$ cat src/rtl/pkt_ring_pkg.sv
package pkt_ring_pkg;

    typedef enum logic {
        WR_IDLE = 1'b0,
        WR_BUSY = 1'b1
    } wr_state_e;

    function automatic logic [31:0] make_header(input logic [15:0] seq, input logic drop_flag);
        return {drop_flag, 15'd0, seq};
    endfunction

endpackage

$ cat src/rtl/ring_space.sv
module ring_space #(
    parameter int ADDR_W    = 32,
    parameter int REC_BYTES = 192
) (
    input  logic [ADDR_W-1:0] wp_i,
    input  logic [ADDR_W-1:0] rp_i,
    input  logic [ADDR_W-1:0] base_i,
    input  logic [ADDR_W-1:0] top_i,
    output logic              room_o,
    output logic [ADDR_W-1:0] next_wp_o
);
    localparam logic [ADDR_W:0] REC_EXT = (ADDR_W+1)'(REC_BYTES);

    logic [ADDR_W:0] size_ext;
    logic [ADDR_W:0] free_ext;
    logic [ADDR_W:0] step_ext;

    always_comb begin
        size_ext = {1'b0, top_i} - {1'b0, base_i} + (ADDR_W+1)'(1);
        if (rp_i > wp_i) begin
            free_ext = {1'b0, rp_i} - {1'b0, wp_i};
        end else begin
            free_ext = size_ext - ({1'b0, wp_i} - {1'b0, rp_i});
        end
        room_o   = free_ext > REC_EXT;
        step_ext = {1'b0, wp_i} + REC_EXT;
        if (step_ext > {1'b0, top_i}) begin
            next_wp_o = base_i;
        end else begin
            next_wp_o = step_ext[ADDR_W-1:0];
        end
    end

endmodule

$ cat src/rtl/pkt_ring_writer.sv
module pkt_ring_writer
    import pkt_ring_pkg::*;
#(
    parameter int ADDR_W    = 32,
    parameter int PKT_WORDS = 47,
    parameter int SEQ_W     = 16,
    parameter int CNT_W     = 16,
    parameter int NCHAN     = 4,
    parameter int CHAN_IDX  = 0
) (
    input  logic              clk,
    input  logic              rst_ni,
    input  logic [ADDR_W-1:0] base_i,
    input  logic [ADDR_W-1:0] top_i,
    input  logic [ADDR_W-1:0] rd_ptr_i,
    input  logic              en_i,
    input  logic              start_i,
    input  logic [NCHAN:0]    idle_req_i,
    input  logic              pkt_valid_i,
    input  logic              pkt_sop_i,
    input  logic [31:0]       pkt_data_i,
    output logic              mem_we_o,
    output logic [ADDR_W-1:0] mem_addr_o,
    output logic [63:0]       mem_wdata_o,
    output logic [ADDR_W-1:0] wr_ptr_o,
    output logic [CNT_W-1:0]  drop_cnt_o,
    output logic              idle_irq_o
);
    localparam int REC_BYTES = 4 + 4 * PKT_WORDS;
    localparam int IDX_W     = $clog2(PKT_WORDS);
    localparam logic [IDX_W-1:0] LAST_IDX = IDX_W'(PKT_WORDS - 1);

    typedef struct packed {
        wr_state_e         st;
        logic [IDX_W-1:0]  idx;
        logic [ADDR_W-1:0] rec;
        logic [ADDR_W-1:0] wp;
        logic [SEQ_W-1:0]  seq;
        logic              drop_flag;
        logic [CNT_W-1:0]  drops;
        logic [31:0]       hold;
        logic              we;
        logic [ADDR_W-1:0] waddr;
        logic [63:0]       wdata;
        logic              irq;
    } wr_regs_t;

    wr_regs_t r_d, r_q;

    logic              room;
    logic [ADDR_W-1:0] next_wp;
    logic              req_hit;

    ring_space #(
        .ADDR_W    (ADDR_W),
        .REC_BYTES (REC_BYTES)
    ) u_space (
        .wp_i      (r_q.wp),
        .rp_i      (rd_ptr_i),
        .base_i    (base_i),
        .top_i     (top_i),
        .room_o    (room),
        .next_wp_o (next_wp)
    );

    assign req_hit = idle_req_i[NCHAN] && idle_req_i[CHAN_IDX];

    always_comb begin
        r_d    = r_q;
        r_d.we = 1'b0;
        if (start_i) begin
            r_d.st        = WR_IDLE;
            r_d.idx       = '0;
            r_d.wp        = base_i;
            r_d.seq       = '0;
            r_d.drop_flag = 1'b0;
            r_d.drops     = '0;
        end else begin
            unique case (r_q.st)
                WR_IDLE: begin
                    if (pkt_valid_i && pkt_sop_i && en_i && !req_hit) begin
                        if (room) begin
                            r_d.st        = WR_BUSY;
                            r_d.rec       = r_q.wp;
                            r_d.idx       = IDX_W'(1);
                            r_d.we        = 1'b1;
                            r_d.waddr     = r_q.wp;
                            r_d.wdata     = {pkt_data_i,
                                             make_header(16'(r_q.seq), r_q.drop_flag)};
                            r_d.drop_flag = 1'b0;
                        end else begin
                            r_d.drops     = r_q.drops + CNT_W'(1);
                            r_d.drop_flag = 1'b1;
                        end
                    end
                end
                WR_BUSY: begin
                    if (pkt_valid_i) begin
                        if (r_q.idx[0]) begin
                            r_d.hold = pkt_data_i;
                        end else begin
                            r_d.we    = 1'b1;
                            r_d.waddr = r_q.rec + (ADDR_W'(r_q.idx >> 1) << 3);
                            r_d.wdata = {pkt_data_i, r_q.hold};
                        end
                        if (r_q.idx == LAST_IDX) begin
                            r_d.st  = WR_IDLE;
                            r_d.wp  = next_wp;
                            r_d.seq = r_q.seq + SEQ_W'(1);
                        end else begin
                            r_d.idx = r_q.idx + IDX_W'(1);
                        end
                    end
                end
                default: r_d.st = WR_IDLE;
            endcase
        end
        r_d.irq = req_hit && (r_q.st == WR_IDLE);
    end

    always_ff @(posedge clk or negedge rst_ni) begin
        if (!rst_ni) begin
            r_q <= '0;
        end else begin
            r_q <= r_d;
        end
    end

    assign mem_we_o    = r_q.we;
    assign mem_addr_o  = r_q.waddr;
    assign mem_wdata_o = r_q.wdata;
    assign wr_ptr_o    = r_q.wp;
    assign drop_cnt_o  = r_q.drops;
    assign idle_irq_o  = r_q.irq;

    // every memory write is doubleword aligned
    assert_aligned_write_R1: assert property (@(posedge clk) disable iff (!rst_ni)
        mem_we_o |-> (mem_addr_o[2:0] == 3'b000));

    // the pointer only steps by one record or returns to the base
    assert_wp_step_R3: assert property (@(posedge clk) disable iff (!rst_ni)
        (!$stable(wr_ptr_o) && !$past(start_i)) |->
        ((wr_ptr_o == $past(wr_ptr_o) + ADDR_W'(REC_BYTES)) || (wr_ptr_o == base_i)));

    // drop counter grows by at most one per cycle
    assert_drop_step_R4: assert property (@(posedge clk) disable iff (!rst_ni)
        !$past(start_i) |->
        ((drop_cnt_o == $past(drop_cnt_o)) || (drop_cnt_o == $past(drop_cnt_o) + CNT_W'(1))));

    // disabled and not in flight means no write on the next cycle
    assert_disabled_quiet_R6: assert property (@(posedge clk) disable iff (!rst_ni)
        (!en_i && r_q.st == WR_IDLE) |=> !mem_we_o);

    // acknowledge never coincides with a write
    assert_irq_quiet_R8: assert property (@(posedge clk) disable iff (!rst_ni)
        idle_irq_o |-> !mem_we_o);

endmodule

$ cat config.mk
export PLATFORM = sky130hd
export DESIGN_NAME = pkt_ring_writer
export DESIGN_NICKNAME = d
export VERILOG_FILES = /design/src/rtl/pkt_ring_pkg.sv /design/src/rtl/ring_space.sv /design/src/rtl/pkt_ring_writer.sv
export SDC_FILE = /design/constraint.sdc
export NUM_CORES = 1
export LEC_CHECK = 0
export BUFFER_PORTS_ARGS = -buffer_cell sky130_fd_sc_hd__buf_2
export CORE_ASPECT_RATIO = 1.4
export CORE_UTILIZATION = 46
export CTS_BUF_LIST = sky130_fd_sc_hd__clkbuf_4 sky130_fd_sc_hd__clkbuf_8
export DETAILED_ROUTE_END_ITERATION = 12
export GPL_TIMING_DRIVEN = 1
export PLACE_DENSITY = 0.68
export SLEW_MARGIN = 10
export SYNTH_ARGS = -nofsm -noshare
export SYNTH_HDL_FRONTEND = slang
export SYNTH_SLANG_ARGS = --single-unit
$ cat constraint.sdc
create_clock -name clk -period 7.2 [get_ports clk]
set_clock_uncertainty 0.1 [all_clocks]
set_input_delay 0.72 -clock clk [delete_from_list [all_inputs] [get_ports clk]]
set_output_delay 0.72 -clock clk [all_outputs]
set_load 0.03 [all_outputs]
==> results.json, run 1 <==
{
  "tightest_slew_ps": 972.6,
  "drive_gt1_frac": 0.2238,
  "whs_ps": -2.026,
  "synthTopCellsByCount": "dfrtp_1 (234), inv_1 (182), nand2_1 (151), buf_4 (147), a21oi_1 (113)",
  "dpl.hpwl_um": 44110,
  "path_class": "register to register",
  "numCtsBuffers": 38,
  "finalSetupTns_ps": 0,
  "routed_wl_um": 55680,
  "power_density_nw_per_um2": 397.5,
  "status": "finished with violations",
  "hp-class": "primary input to async pin",
  "cpPeakStageDelay_ps": 680,
  "gr-total-overflow": 0,
  "cap_violations": 0,
  "synth_largest_area_cell": "dfrtp_1",
  "ys_top_cells_by_area": "dfrtp_1 (30%), ha_1 (6.9%), fa_1 (6.8%)",
  "period_share": 0.8505,
  "syn-instance-count": 2094,
  "p_leak_nw": 10.14,
  "worst-path-max-fanout": 40,
  "clk_path_buf_depth": 3,
  "syn_area_um2": 19370,
  "arrival_ps": 6460,
  "setup_viol": 0,
  "drc": 0,
  "fin_nets": 2502,
  "area_growth_pct": 8.061,
  "critPathCaptureType": "register",
  "cts_root_buf": "clkbuf_8",
  "drtAntennaViolNets": 0,
  "start_util": 0.4679,
  "clk_pin_slew_ps": 60,
  "fmax_ghz": 0.1633,
  "grt_util_all_layers": 0.2565,
  "peakVddDrop_mv": 0.1506,
  "vias": 16169,
  "cp.required_ps": 7540,
  "die_w_um": 175.4,
  "synth_area_per_cell_um2": 9.251,
  "violations": "negative hold slack",
  "port_buffers": 281,
  "cts.repair.resized": 0,
  "hold_viol_final": 1,
  "postCtsHoldBufs": 0,
  "core_area_um2": 41400,
  "grt_first_pass_wirelength_um": 86410,
  "yosys.area.top_type_share": 0.3023,
  "cp_top_family": "compound AO/OA/AOI/OAI gates",
  "die_area_um2": 42950,
  "htreeDepth": 2,
  "drv_slew": 0,
  "grt_pass1_vias": 16082,
  "drt_iter0_markers": 995,
  "clock-sinks": 234,
  "ys_types": 100,
  "antenna_found_initial": 1,
  "grt_max_degree": 168,
  "seq_area_frac_synth": 0.3023,
  "synthesis.nets": 2406,
  "p_total_w": 0.008321,
  "pin_count": 285,
  "ys_ff_latch": 234,
  "fillers": 3927,
  "clk_latency_ps": 580,
  "synth_edf_count": 0,
  "synthFlopType": "dfrtp_1",
  "slew_headroom": 0.3516,
  "layout_min_cycle_time_ps": 6124,
  "firstDrtPassIters": 5,
  "die_h_um": 244.8,
  "critPathLaunchType": "register",
  "rsz0062_at_grt": "no",
  "cp_num_buf_inv": 2,
  "wl_per_cell_um": 20.23,
  "synth_most_common_cell": "dfrtp_1",
  "yosysWarnings": 0,
  "cp_slowest_cell": "nor3_4",
  "path_cells": "fa_1 > fa_1 > inv_1 > ha_1 > a21oi_1 > o21ai_0 > a2111oi_0 > a31oi_1 > a311oi_1 > xor2_1 > a32oi_2 > nor3_4 > nor3_4 > buf_12 > mux2_2",
  "gp_congestion": 0.9585,
  "async_flop_share": 1.000,
  "std_cell_rows": 88,
  "cts_tree": "built",
  "vias_per_cell": 5.873,
  "cts_setup_buffers": 0
}
-- per-layer routing --
| metal | track usage | up-vias | part of all wire |
|---|---|---|---|
| met1 | 0.2985 | 7911 | 0.39 |
| met5 | 0 | - | 0 |
| met3 | 0.02897 | 164 | 0.048 |
| met2 | 0.4506 | 558 | 0.50 |
| met4 | 0.1550 | 0 | 0.063 |
| li1 | - | 7536 | - |
-- worst paths after layout --
kind	start	end	slack, ps	depth (start not counted)
setup / recovery	wr_ptr_o[16]	r_q[226]	1080	15
hold / removal	rst_ni	mem_wdata_o[55]	-2	1
setup reg to reg	wr_ptr_o[16]	r_q[226]	1080	15
hold reg to reg	mem_wdata_o[26]	mem_wdata_o[26]	370	1
max in group asynchronous	rst_ni	drop_cnt_o[3]	5650	2
min in group clk	pkt_data_i[25]	mem_wdata_o[57]	270	2
-- state kept, by name (all words and copies together) (netlist names) --
register     flops
wr_ptr_o        32
mem_addr_o      32
r_q             88
drop_cnt_o      16
idle_irq_o       1
mem_wdata_o     64
mem_we_o         1
-- metrics by stage --
stage | instances | setup slack, ps | cell area, um2 | hold slack [ps] | util
2_1_floorplan | 2094 | 2218 | 19370 | 324.4 | -
3_3_place_gp | 2690 | 912.0 | 20130 | 355.0 | 0.4862
3_5_place_dp | 2690 | 824.4 | 20130 | 362.6 | 0.4862
4_1_cts | 2752 | 1099 | 20930 | 1.175 | 0.5056
5_1_grt | 2753 | 759.5 | 20930 | 32.11 | 0.5056
6_report | 2753 | 1076 | 20930 | -2.026 | 0.5056
-- cells by family after synthesis --
logic type | count (synthesis) | synth area share
AO/OA/AOI/OAI | 513 | 0.1886
XOR/XNOR | 86 | 0.03888
adder cells (fa/ha/maj) | 173 | 0.1373
buffers and inverters | 426 | 0.1157
flip-flops | 234 | 0.3023
multiplexers | 127 | 0.07208
AND/OR/NAND/NOR | 535 | 0.1451
-- report_power, final --
group	internal [W]	total, W	switching, W
Sequential	0.00158	0.00194	0.000351
Combinational	0.00195	0.00512	0.00317
Clock	0.000709	0.00126	0.000556
-- cell usage in the layout (no fill, tap or decap), types with 19 or more instances in the layout --
cell type	n
buf_2	280
clkbuf_8	43
dfrtp_1	234
and3_1	23
o21a_1	19
and2_1	34
ha_1	107
nor4_1	20
mux2_2	74
xor2_1	39
mux2_1	26
a21oi_1	112
nor2_1	85
nand4_1	40
a21o_1	55
or3_1	23
nand2_1	149
inv_1	182
nand3_1	39
fa_1	66
a221o_1	30
mux2i_1	27
nor3_1	27
o21ai_0	68
xnor2_1	47
a31oi_1	46
-- cell type report --
class / count / area, um2 / share of cell area
clock buffers: 53 / 666.9 / 0.03186
diodes: 1 / 2.502 / 0.0001195
repair buffers: 300 / 1609 / 0.07687
flip-flops and latches: 234 / 5856 / 0.2797
inverters: 182 / 683.2 / 0.03264
well taps: 540 / 675.6 / 0.03228
clock inverters: 9 / 136.4 / 0.006515
multi-input cells: 1434 / 11300 / 0.5400
Note: power is estimated with default switching activity, not from simulation.
==> inputs of run 2 (changes only) <==
--- a/config.mk
+++ b/config.mk
@@ -12,6 +12,7 @@
 export DETAILED_ROUTE_END_ITERATION = 12
 export GPL_TIMING_DRIVEN = 1
 export PLACE_DENSITY = 0.68
+export RECOVER_POWER = 50
 export SLEW_MARGIN = 10
 export SYNTH_ARGS = -nofsm -noshare
 export SYNTH_HDL_FRONTEND = slang
==> run 2 against run 1 <==
  * The flow finishes with violations (max-capacitance violations, max-slew violations)
  * Critical endpoint is now mem_wdata_o[53]
  * Combinational power barely moved
  * Critical path type unchanged
  * Die area stayed put
  * Register-to-register slack lost 20 ps
  * Worst setup slack worse by 20 ps
  * Sequential share of layout area increased by 0.15 points
  * Global-route usage unchanged
==> results.json, run 2 (synthesis results as in run 1) <==
{
  "finalSetupTns_ps": 0,
  "port_buffers": 281,
  "htreeDepth": 2,
  "firstDrtPassIters": 5,
  "std_cell_rows": 88,
  "numCtsBuffers": 38,
  "setup_viol": 0,
  "whs_ps": 272.4,
  "cts_setup_buffers": 0,
  "grt_pass1_vias": 16082,
  "final_cell_mix": "dfrtp_1 (234), buf_2 (210), inv_1 (182)",
  "status": "finished with violations",
  "grt_util_all_layers": 0.2565,
  "routed_wl_um": 55910,
  "multi_input_area_um2": 11300,
  "start_util": 0.4679,
  "layout_min_cycle_time_ps": 6144,
  "grt_max_degree": 168,
  "cts.repair.resized": 0,
  "drtAntennaViolNets": 0,
  "critPathCaptureType": "register",
  "ff_latch_area_um2": 5856,
  "hp-class": "primary input to register",
  "fmax_ghz": 0.1628,
  "vias_per_cell": 5.883,
  "clk_path_buf_depth": 3,
  "dp.cells": 2690,
  "gr-total-overflow": 0,
  "worst-path-max-fanout": 29,
  "hold_viol_final": 0,
  "fin_nets": 2502,
  "die_area_um2": 42950,
  "clk_pin_slew_ps": 70,
  "rsz0062_at_grt": "no",
  "postCtsHoldBufs": 0,
  "drt_iter0_markers": 969,
  "critPathLaunchType": "register",
  "pin_count": 285,
  "peakVddDrop_mv": 0.1509,
  "p_total_w": 0.008306,
  "violations": "max-capacitance violations, max-slew violations",
  "tightest_slew_ps": 3910,
  "final_common_cell": "dfrtp_1",
  "cts_tree": "built",
  "vias": 16195,
  "power_density_nw_per_um2": 398.9,
  "setup_ws_ps": 1056,
  "grt_first_pass_wirelength_um": 86410,
  "area_growth_pct": 7.486,
  "cp.required_ps": 7560,
  "dpl.hpwl_um": 44110,
  "final_cell_count_no_fill": 2753,
  "pre_cts_ws_ps": 824.4,
  "cts_root_buf": "clkbuf_8",
  "die_h_um": 244.8,
  "cap_violations": 2,
  "period_share": 0.8533,
  "path_class": "register to register",
  "fillers": 3960,
  "antenna_found_initial": 1,
  "regMostFlops": "r_q",
  "largest_reg_flops": 88,
  "wl_per_cell_um": 20.31,
  "p_leak_nw": 9.885,
  "drive_gt1_frac": 0.1917,
  "arrival_ps": 6500,
  "core_area_um2": 41400,
  "clock-sinks": 234,
  "slew_headroom": -1.607,
  "gp_congestion": 0.9585,
  "die_w_um": 175.4,
  "clk_latency_ps": 580,
  "drv_slew": 237,
  "drc": 0
}
## run 2: cell types whose count changed in the layout (fill, tap and decap cells not counted), sizes merged
cell	before	now
clkbuf	53	125
buf	300	228
## run 2: area by class of cell
| class | count | area share |
|---|---|---|
| antenna | 1 | 0.0001202 |
| multi-input combinational | 1434 | 0.5429 |
| sequential | 234 | 0.2812 |
| clock buffer | 53 | 0.03203 |
| clock inverter | 9 | 0.006550 |
| tap | 540 | 0.03245 |
| timing repair buffer | 300 | 0.07193 |
| inverter | 182 | 0.03281 |
## run 2: routing by layer
metal	wire length, um	up-vias	track usage
met2	27750	557	0.4506
met5	0	-	0
met3	2576	162	0.02897
li1	-	7532	-
met4	3492	0	0.1550
met1	22090	7944	0.2985
## run 2: where the power goes
part	switching [W]	internal [W]
Combinational	0.00318	0.00192
Sequential	0.000354	0.00159
Clock	0.000555	0.000709
## run 2: worst paths after layout
kind / cells after the start / startpoint / to / slack [ps]
setup / recovery: 17 / wr_ptr_o[12] / mem_wdata_o[53] / 1060
hold / removal: 2 / pkt_data_i[25] / mem_wdata_o[57] / 270
setup reg to reg: 17 / wr_ptr_o[12] / mem_wdata_o[53] / 1060
hold reg to reg: 1 / mem_wdata_o[26] / mem_wdata_o[26] / 380
max in group asynchronous: 2 / rst_ni / drop_cnt_o[3] / 1500
min in group asynchronous: 1 / rst_ni / mem_wdata_o[55] / 1380
## run 2: worst max-delay path, cell delays in order (launching register included)
cell and delay (ps):
dfrtp_1 610, fa_1 510, fa_1 510, inv_1 40, ha_1 410, a21oi_1 140
o21a_1 230, o311ai_1 480, o221ai_1 280, a21boi_1 250, o2111ai_1 160, nor4_1 610
o211a_1 330, nand4_1 120, buf_4 260, nand2_4 260, buf_4 340, mux2_1 360
## run 2: per-stage QoR
stage          area (um2)    util
3_5_place_dp        20130  0.4862
6_report            20820  0.5029
4_1_cts             20930  0.5056
2_1_floorplan       19370       -
3_3_place_gp        20130  0.4862
5_1_grt             20820  0.5029
